File: src/rtl/iqs_pkg.sv
package iqs_pkg;
  typedef enum logic {
    PORT_PRI = 1'b0,
    PORT_AUX = 1'b1
  } port_e;

  localparam int NUM_PORTS = 2;
endpackage

File: src/rtl/iqs_slot_seq.sv
module iqs_slot_seq #(
  parameter int SLOT_LEN = 48,
  parameter int WORD_W   = 16,
  parameter int GAP      = 8
) (
  input  logic                         clk,
  input  logic                         rst,
  output logic                         slot_end,
  output logic                         fs_hit,
  output logic                         bit_hit,
  output logic                         q_half,
  output logic [$clog2(WORD_W)-1:0]    bit_idx
);
  localparam int CNT_W = $clog2(SLOT_LEN);
  localparam int IDX_W = $clog2(WORD_W);
  localparam logic [CNT_W-1:0] LAST   = CNT_W'(SLOT_LEN - 1);
  localparam logic [CNT_W-1:0] I_FS   = '0;
  localparam logic [CNT_W-1:0] I_END  = CNT_W'(WORD_W);
  localparam logic [CNT_W-1:0] Q_FS   = CNT_W'(WORD_W + GAP);
  localparam logic [CNT_W-1:0] Q_END  = CNT_W'(WORD_W + GAP + WORD_W);

  logic [CNT_W-1:0] cnt;
  logic [CNT_W-1:0] diff;
  logic             i_rng;
  logic             q_rng;

  always_ff @(posedge clk) begin
    if (rst) begin
      cnt <= '0;
    end else if (cnt == LAST) begin
      cnt <= '0;
    end else begin
      cnt <= cnt + CNT_W'(1);
    end
  end

  always_comb begin
    i_rng    = (cnt > I_FS) && (cnt <= I_END);
    q_rng    = (cnt > Q_FS) && (cnt <= Q_END);
    slot_end = (cnt == LAST);
    fs_hit   = (cnt == I_FS) || (cnt == Q_FS);
    bit_hit  = i_rng || q_rng;
    q_half   = q_rng;
    diff     = q_rng ? (Q_END - cnt) : (I_END - cnt);
    bit_idx  = diff[IDX_W-1:0];
  end
endmodule

File: src/rtl/iqs_port_out.sv
module iqs_port_out #(
  parameter int DIV_W = 10
) (
  input  logic             clk,
  input  logic             rst,
  input  logic             enable,
  input  logic             fs_hit,
  input  logic             bit_hit,
  input  logic             bit_val,
  input  logic [DIV_W-1:0] rate,
  output logic             sck,
  output logic             sd,
  output logic             fs,
  output logic             oe
);
  localparam int LIM_W = DIV_W + 1;

  logic [LIM_W-1:0] div_cnt;
  logic [LIM_W-1:0] lim;

  assign lim = {rate, 1'b0} - LIM_W'(1);

  always_ff @(posedge clk) begin
    if (rst) begin
      fs <= 1'b0;
      oe <= 1'b0;
      sd <= 1'b0;
    end else begin
      fs <= enable && fs_hit;
      oe <= enable && bit_hit;
      sd <= enable && bit_hit && bit_val;
    end
  end

  always_ff @(posedge clk) begin
    if (rst) begin
      div_cnt <= '0;
      sck     <= 1'b0;
    end else if (enable || (rate == '0) || (div_cnt >= lim)) begin
      div_cnt <= '0;
      sck     <= 1'b1;
    end else begin
      div_cnt <= div_cnt + LIM_W'(1);
      sck     <= 1'b0;
    end
  end
endmodule

File: src/rtl/iq_stream_tx.sv
module iq_stream_tx
  import iqs_pkg::*;
#(
  parameter int SAMPLE_W = 15,
  parameter int SLOT_LEN = 48,
  parameter int GAP      = 8,
  parameter int DIV_W    = 10
) (
  input  logic                clk,
  input  logic                rst,
  input  logic                rx_ready,
  input  logic [SAMPLE_W-1:0] i_sample,
  input  logic [SAMPLE_W-1:0] q_sample,
  input  logic                port_sel,
  input  logic [DIV_W-1:0]    p0_rate,
  input  logic [DIV_W-1:0]    p1_rate,
  output logic                p0_sck,
  output logic                p0_sd,
  output logic                p0_fs,
  output logic                p0_oe,
  output logic                p1_sck,
  output logic                p1_sd,
  output logic                p1_fs,
  output logic                p1_oe
);
  localparam int WORD_W = SAMPLE_W + 1;
  localparam int IDX_W  = $clog2(WORD_W);

  logic              slot_end;
  logic              fs_hit;
  logic              bit_hit;
  logic              q_half;
  logic [IDX_W-1:0]  bit_idx;
  logic              active;
  port_e             sel_q;
  logic [WORD_W-1:0] word_i;
  logic [WORD_W-1:0] word_q;
  logic              cur_bit;

  logic [DIV_W-1:0]  rate_arr [NUM_PORTS];
  logic              sck_arr  [NUM_PORTS];
  logic              sd_arr   [NUM_PORTS];
  logic              fs_arr   [NUM_PORTS];
  logic              oe_arr   [NUM_PORTS];

  iqs_slot_seq #(
    .SLOT_LEN (SLOT_LEN),
    .WORD_W   (WORD_W),
    .GAP      (GAP)
  ) u_seq (
    .clk      (clk),
    .rst      (rst),
    .slot_end (slot_end),
    .fs_hit   (fs_hit),
    .bit_hit  (bit_hit),
    .q_half   (q_half),
    .bit_idx  (bit_idx)
  );

  always_ff @(posedge clk) begin
    if (rst) begin
      active <= 1'b0;
      sel_q  <= PORT_PRI;
      word_i <= '0;
      word_q <= '0;
    end else if (slot_end) begin
      active <= rx_ready;
      sel_q  <= port_e'(port_sel);
      word_i <= {i_sample, 1'b0};
      word_q <= {q_sample, 1'b1};
    end
  end

  assign cur_bit     = q_half ? word_q[bit_idx] : word_i[bit_idx];
  assign rate_arr[0] = p0_rate;
  assign rate_arr[1] = p1_rate;

  for (genvar g = 0; g < NUM_PORTS; g++) begin : g_port
    logic here;
    assign here = active && (sel_q == port_e'(g));

    iqs_port_out #(
      .DIV_W (DIV_W)
    ) u_out (
      .clk     (clk),
      .rst     (rst),
      .enable  (here),
      .fs_hit  (fs_hit),
      .bit_hit (bit_hit),
      .bit_val (cur_bit),
      .rate    (rate_arr[g]),
      .sck     (sck_arr[g]),
      .sd      (sd_arr[g]),
      .fs      (fs_arr[g]),
      .oe      (oe_arr[g])
    );
  end

  assign p0_sck = sck_arr[0];
  assign p0_sd  = sd_arr[0];
  assign p0_fs  = fs_arr[0];
  assign p0_oe  = oe_arr[0];
  assign p1_sck = sck_arr[1];
  assign p1_sd  = sd_arr[1];
  assign p1_fs  = fs_arr[1];
  assign p1_oe  = oe_arr[1];
endmodule

File: config.mk
export PLATFORM = sky130hd
export DESIGN_NAME = iq_stream_tx
export DESIGN_NICKNAME = d
export VERILOG_FILES = /design/src/rtl/iqs_pkg.sv /design/src/rtl/iqs_slot_seq.sv /design/src/rtl/iqs_port_out.sv /design/src/rtl/iq_stream_tx.sv
export SDC_FILE = /design/constraint.sdc
export NUM_CORES = 1
export LEC_CHECK = 0
export ABC_CLOCK_PERIOD_IN_PS = 2500
export BUFFER_PORTS_ARGS = -buffer_cell sky130_fd_sc_hd__buf_4
export CORE_MARGIN = 2
export CORE_UTILIZATION = 53
export CTS_BUF_LIST = sky130_fd_sc_hd__clkbuf_4
export DETAILED_ROUTE_END_ITERATION = 12
export PLACE_DENSITY = 0.82
export SLEW_MARGIN = 20
export SYNTH_ARGS = -nofsm -noshare
export SYNTH_HDL_FRONTEND = slang
export SYNTH_SLANG_ARGS = --single-unit
File: constraint.sdc
create_clock -name clk -period 2.5 [get_ports clk]
set_input_delay 0.25 -clock clk [delete_from_list [all_inputs] [get_ports clk]]
set_output_delay 0.25 -clock clk [all_outputs]
set_load 0.01 [all_outputs]
==> impl_metrics.py <==
metrics = {
    "status": {
        "outcome": "completed",
    },
    "synthesis": {
        "postSynthCellCount": 438,
        "synth.lib_cells_used.distinct": 50,
        "synth_enable_flop_cells": 0,
        "ys_seq_area_share_pct": 36.6,
        "synth.largest_area_cell": "dfxtp_1",
        "ys_dominant_reg_cell": "dfxtp_1",
        "synth-warning-count": 0,
        "postSynthRegisterBits": 69,
        "yosysTopAreaCellShare_pct": 36.6,
        "async_flop_share_pct": 0,
        "yosys-top-cells-area": "dfxtp_1, ha_1, nand2_1",
        "syn_nets": 518,
        "synth_area_um2": 3770,
        "postSynthAreaPerCell_um2": 8.62,
    },
    "drt": {
        "drt-total-wl_mm": 8.30,
        "first_iter_violations": 152,
        "drc": 0,
        "routed_wire_length_per_instance_um": 13.5,
        "detailed_route_vias_per_instance": 5.40,
        "detailroute.via_count": 3311,
        "ant_nets": 0,
        "detail_route.first_pass.iterations": 5,
    },
    "global_route": {
        "grt_pass1_wl_mm": 13.7,
        "grtUsageMet3_pct": 6.06,
        "gr-usage-all-layers_pct": 22.3,
        "grt_pass1_vias": 3144,
        "sum_of_overflow_across_all_layers_after_global_routing": 0,
        "grt_start_max_net_pins": 64,
        "most_utilized_layer_in_the_global_route_result": "met2",
        "global_route.usage.met2_pct": 39.4,
        "antenna_found_initial": 0,
        "grt_use_met1_pct": 26.0,
    },
    "sta": {
        "slew_headroom_pct": 54.9,
        "timing.final.hold_violations": 0,
        "final.setup.tns_ps": 0,
        "setup_ws_ps": 111,
        "final.setup_skew_ps": 18.2,
        "setup-violations-final": 0,
        "final-max-slew-violation-count": 0,
        "clock.fmax_mhz": 419,
        "worstMarginPinSlew_ps": 677,
        "final.min_clock_period_ps": 2390,
        "post-route-period-util_pct": 95.6,
    },
    "finish": {
        "final_nets": 592,
        "area_growth_pct": 22.0,
        "final_cell_area_um2": 4600,
        "stdcell_count": 613,
        "num_antenna_cells": 0,
        "layout-drive-gt1-share_pct": 25.5,
    },
    "clock_network": {
        "holdBufCountCts": 0,
        "ctsHtreeMaxLevel": 3,
        "cts.path.max_buffers": 2,
        "clock-root-buffer": "clkbuf_4",
        "tritoncts.num_buffers": 9,
        "worst_skew_pair.late_latency_ps": 420,
        "worst_setup_hold_path_clk_slew_ps": 110,
        "clock_sink_count": 69,
        "tritoncts": "done",
    },
    "die": {
        "die_y_um": 88.4,
        "io-pin-count": 62,
        "initial_utilization_pct": 55.2,
        "die_area_um2": 7810,
        "fp.coreArea_um2": 6830,
        "std_cell_rows": 30,
        "die_w_um": 88.4,
    },
    "critical_path": {
        "worst-endpoint-required_ps": 2840,
        "worstRegToRegCells": 8,
        "critical_path.startpoint_type": "input port",
        "timing.reg2reg.setup_slack_ps": 370,
        "critPathArrivalTime_ps": 2730,
        "end_kind": "flop",
        "critPathKind": "input port to flop",
        "reg2reg_to": "g_port[0].u_out.sd",
        "path_max_fanout": 6,
        "worst_r2r_startpoint": "u_seq.cnt[1]",
    },
    "place": {
        "worst_slack_at_placement_ps": -406,
        "placement.io_buffers": 61,
        "routabilityCongestion": 0.858,
        "dpl.cell_count": 594,
        "placed_cell_area_um2": 4440,
        "place_hpwl_mm": 6.15,
    },
    "hold_path": {
        "type_of_the_most_critical_hold_path": "input port to flop",
        "worst_hold_path.endpoint": "word_q[8]",
        "timing.hold.worst.start": "q_sample[7]",
        "number_of_cells_traversed_by_the_worst_hold_path": 3,
    },
    "pwr": {
        "p_leak_nw": 1.84,
        "vdd_drop_max_uv": 320,
        "power_per_cell_area_nw_per_um2": 447,
        "finalPower_mw": 2.06,
    },
    "job": {
        "max_cap_violations": 0,
    },
}
-- per-stage QoR --
stage	utilization, %	hold slack (ps)
6_report	67.4	71.1
5_1_grt	67.4	33.7
4_1_cts	66.6	44.2
3_5_place_dp	65.1	447
3_3_place_gp	65.1	440
2_1_floorplan	-	386
-- synth_stat cells, types with 8 or more instances --
| master | number |
|---|---|
| clkbuf_1 | 8 |
| a21oi_1 | 40 |
| dfxtp_1 | 69 |
| nor2_1 | 16 |
| nand2_1 | 80 |
| xnor2_1 | 19 |
| inv_1 | 10 |
| nor3_1 | 28 |
| mux2i_1 | 10 |
| ha_1 | 26 |
| nand3_1 | 21 |
| xor2_1 | 20 |
-- sequential cells by signal, indices dropped and copies added (netlist names) --
register,count
g_port.u_out.div_cnt,22
word_q,16
word_i,15
u_seq.cnt,6
g_port.u_out.fs,2
g_port.u_out.oe,2
g_port.u_out.sck,2
g_port.u_out.sd,2
active,1
sel_q,1
-- cells in the final DEF (no fill, tap or decap), types with 2 or more instances in the layout --
master and instances:
inv_1 8, clkbuf_4 10, clkinv_1 2, nand4_1 7, dfxtp_1 69, mux2i_1 10, and3_1 3, nor3_1 21
nor4b_1 2, nor2b_1 2, mux2_2 2, a221oi_2 2, xnor2_1 19, or2_2 2, clkinv_2 3, nor3_2 11
xor2_1 20, a211oi_1 2, buf_4 86, nand2b_1 7, nand3_1 21, nand2_1 80, a21oi_1 40, nor3b_1 3
and4_1 2, nor2_1 16, a31oi_1 2, o221ai_1 3, mux4_1 2, a21o_1 6, nor4_1 3, ha_1 25
-- area by class of cell --
class | count | area [um2]
Clock buffer | 10 | 75.1
Clock inverter | 6 | 30.0
Fill cell | 581 | 2230
Inverter | 11 | 58.8
Multi-Input combinational cell | 334 | 2270
Sequential cell | 69 | 1380
Tap cell | 96 | 120
Timing Repair Buffer | 87 | 666
-- worst max-delay path, cell delays in order --
cell and delay [ps]:
buf_4 140, nor3_2 220, nand2_1 110, or2_2 320
nor4_2 170, xnor2_1 170, ha_1 270, and3_4 190
a221oi_2 230, o211ai_1 150, a31o_4 260, buf_12 140
nor3_2 110
-- power breakdown --
| group | switching (mW) | internal [mW] | total, mW |
|---|---|---|---|
| clock | 0.383 | 0.204 | 0.587 |
| sequential | 0.0197 | 1.11 | 1.13 |
| combinational | 0.163 | 0.175 | 0.338 |
-- cells by family after synthesis --
group	share of synthesized area, %
compound gates	10.6
simple gates	24.8
fa+ha+maj	8.62
buf+inv	5.27
xor+xnor	9.48
flops	36.6
mux	4.64
-- layer usage --
metal / wire length, um / up-vias / share of wire, %
met2: 4350 / 95 / 52
li1: - / 1677 / -
met5: 0 / - / 0
met3: 366 / 10 / 4.4
met1: 3450 / 1529 / 42
met4: 125 / 0 / 1.5
-- worst max path at each step --
stage,slack (ps),endpoint,from
detailed placement,-410,g_port[0].u_out.sck,p0_rate[1]
global placement,-330,g_port[0].u_out.sck,p0_rate[1]
global route,-30,g_port[0].u_out.div_cnt[8],p0_rate[1]
finish,110,g_port[0].u_out.div_cnt[2],p0_rate[0]
CTS,50,g_port[0].u_out.sck,p0_rate[1]
floorplan,-30,g_port[0].u_out.div_cnt[2],p0_rate[1]
-- repair_timing --
action | in CTS | in global routing
resized for setup | 0 | 3
endpoints found under the setup margin | 0 | 3
setup buffers | 0 | 3
Note: power is estimated with default switching activity, not from simulation.
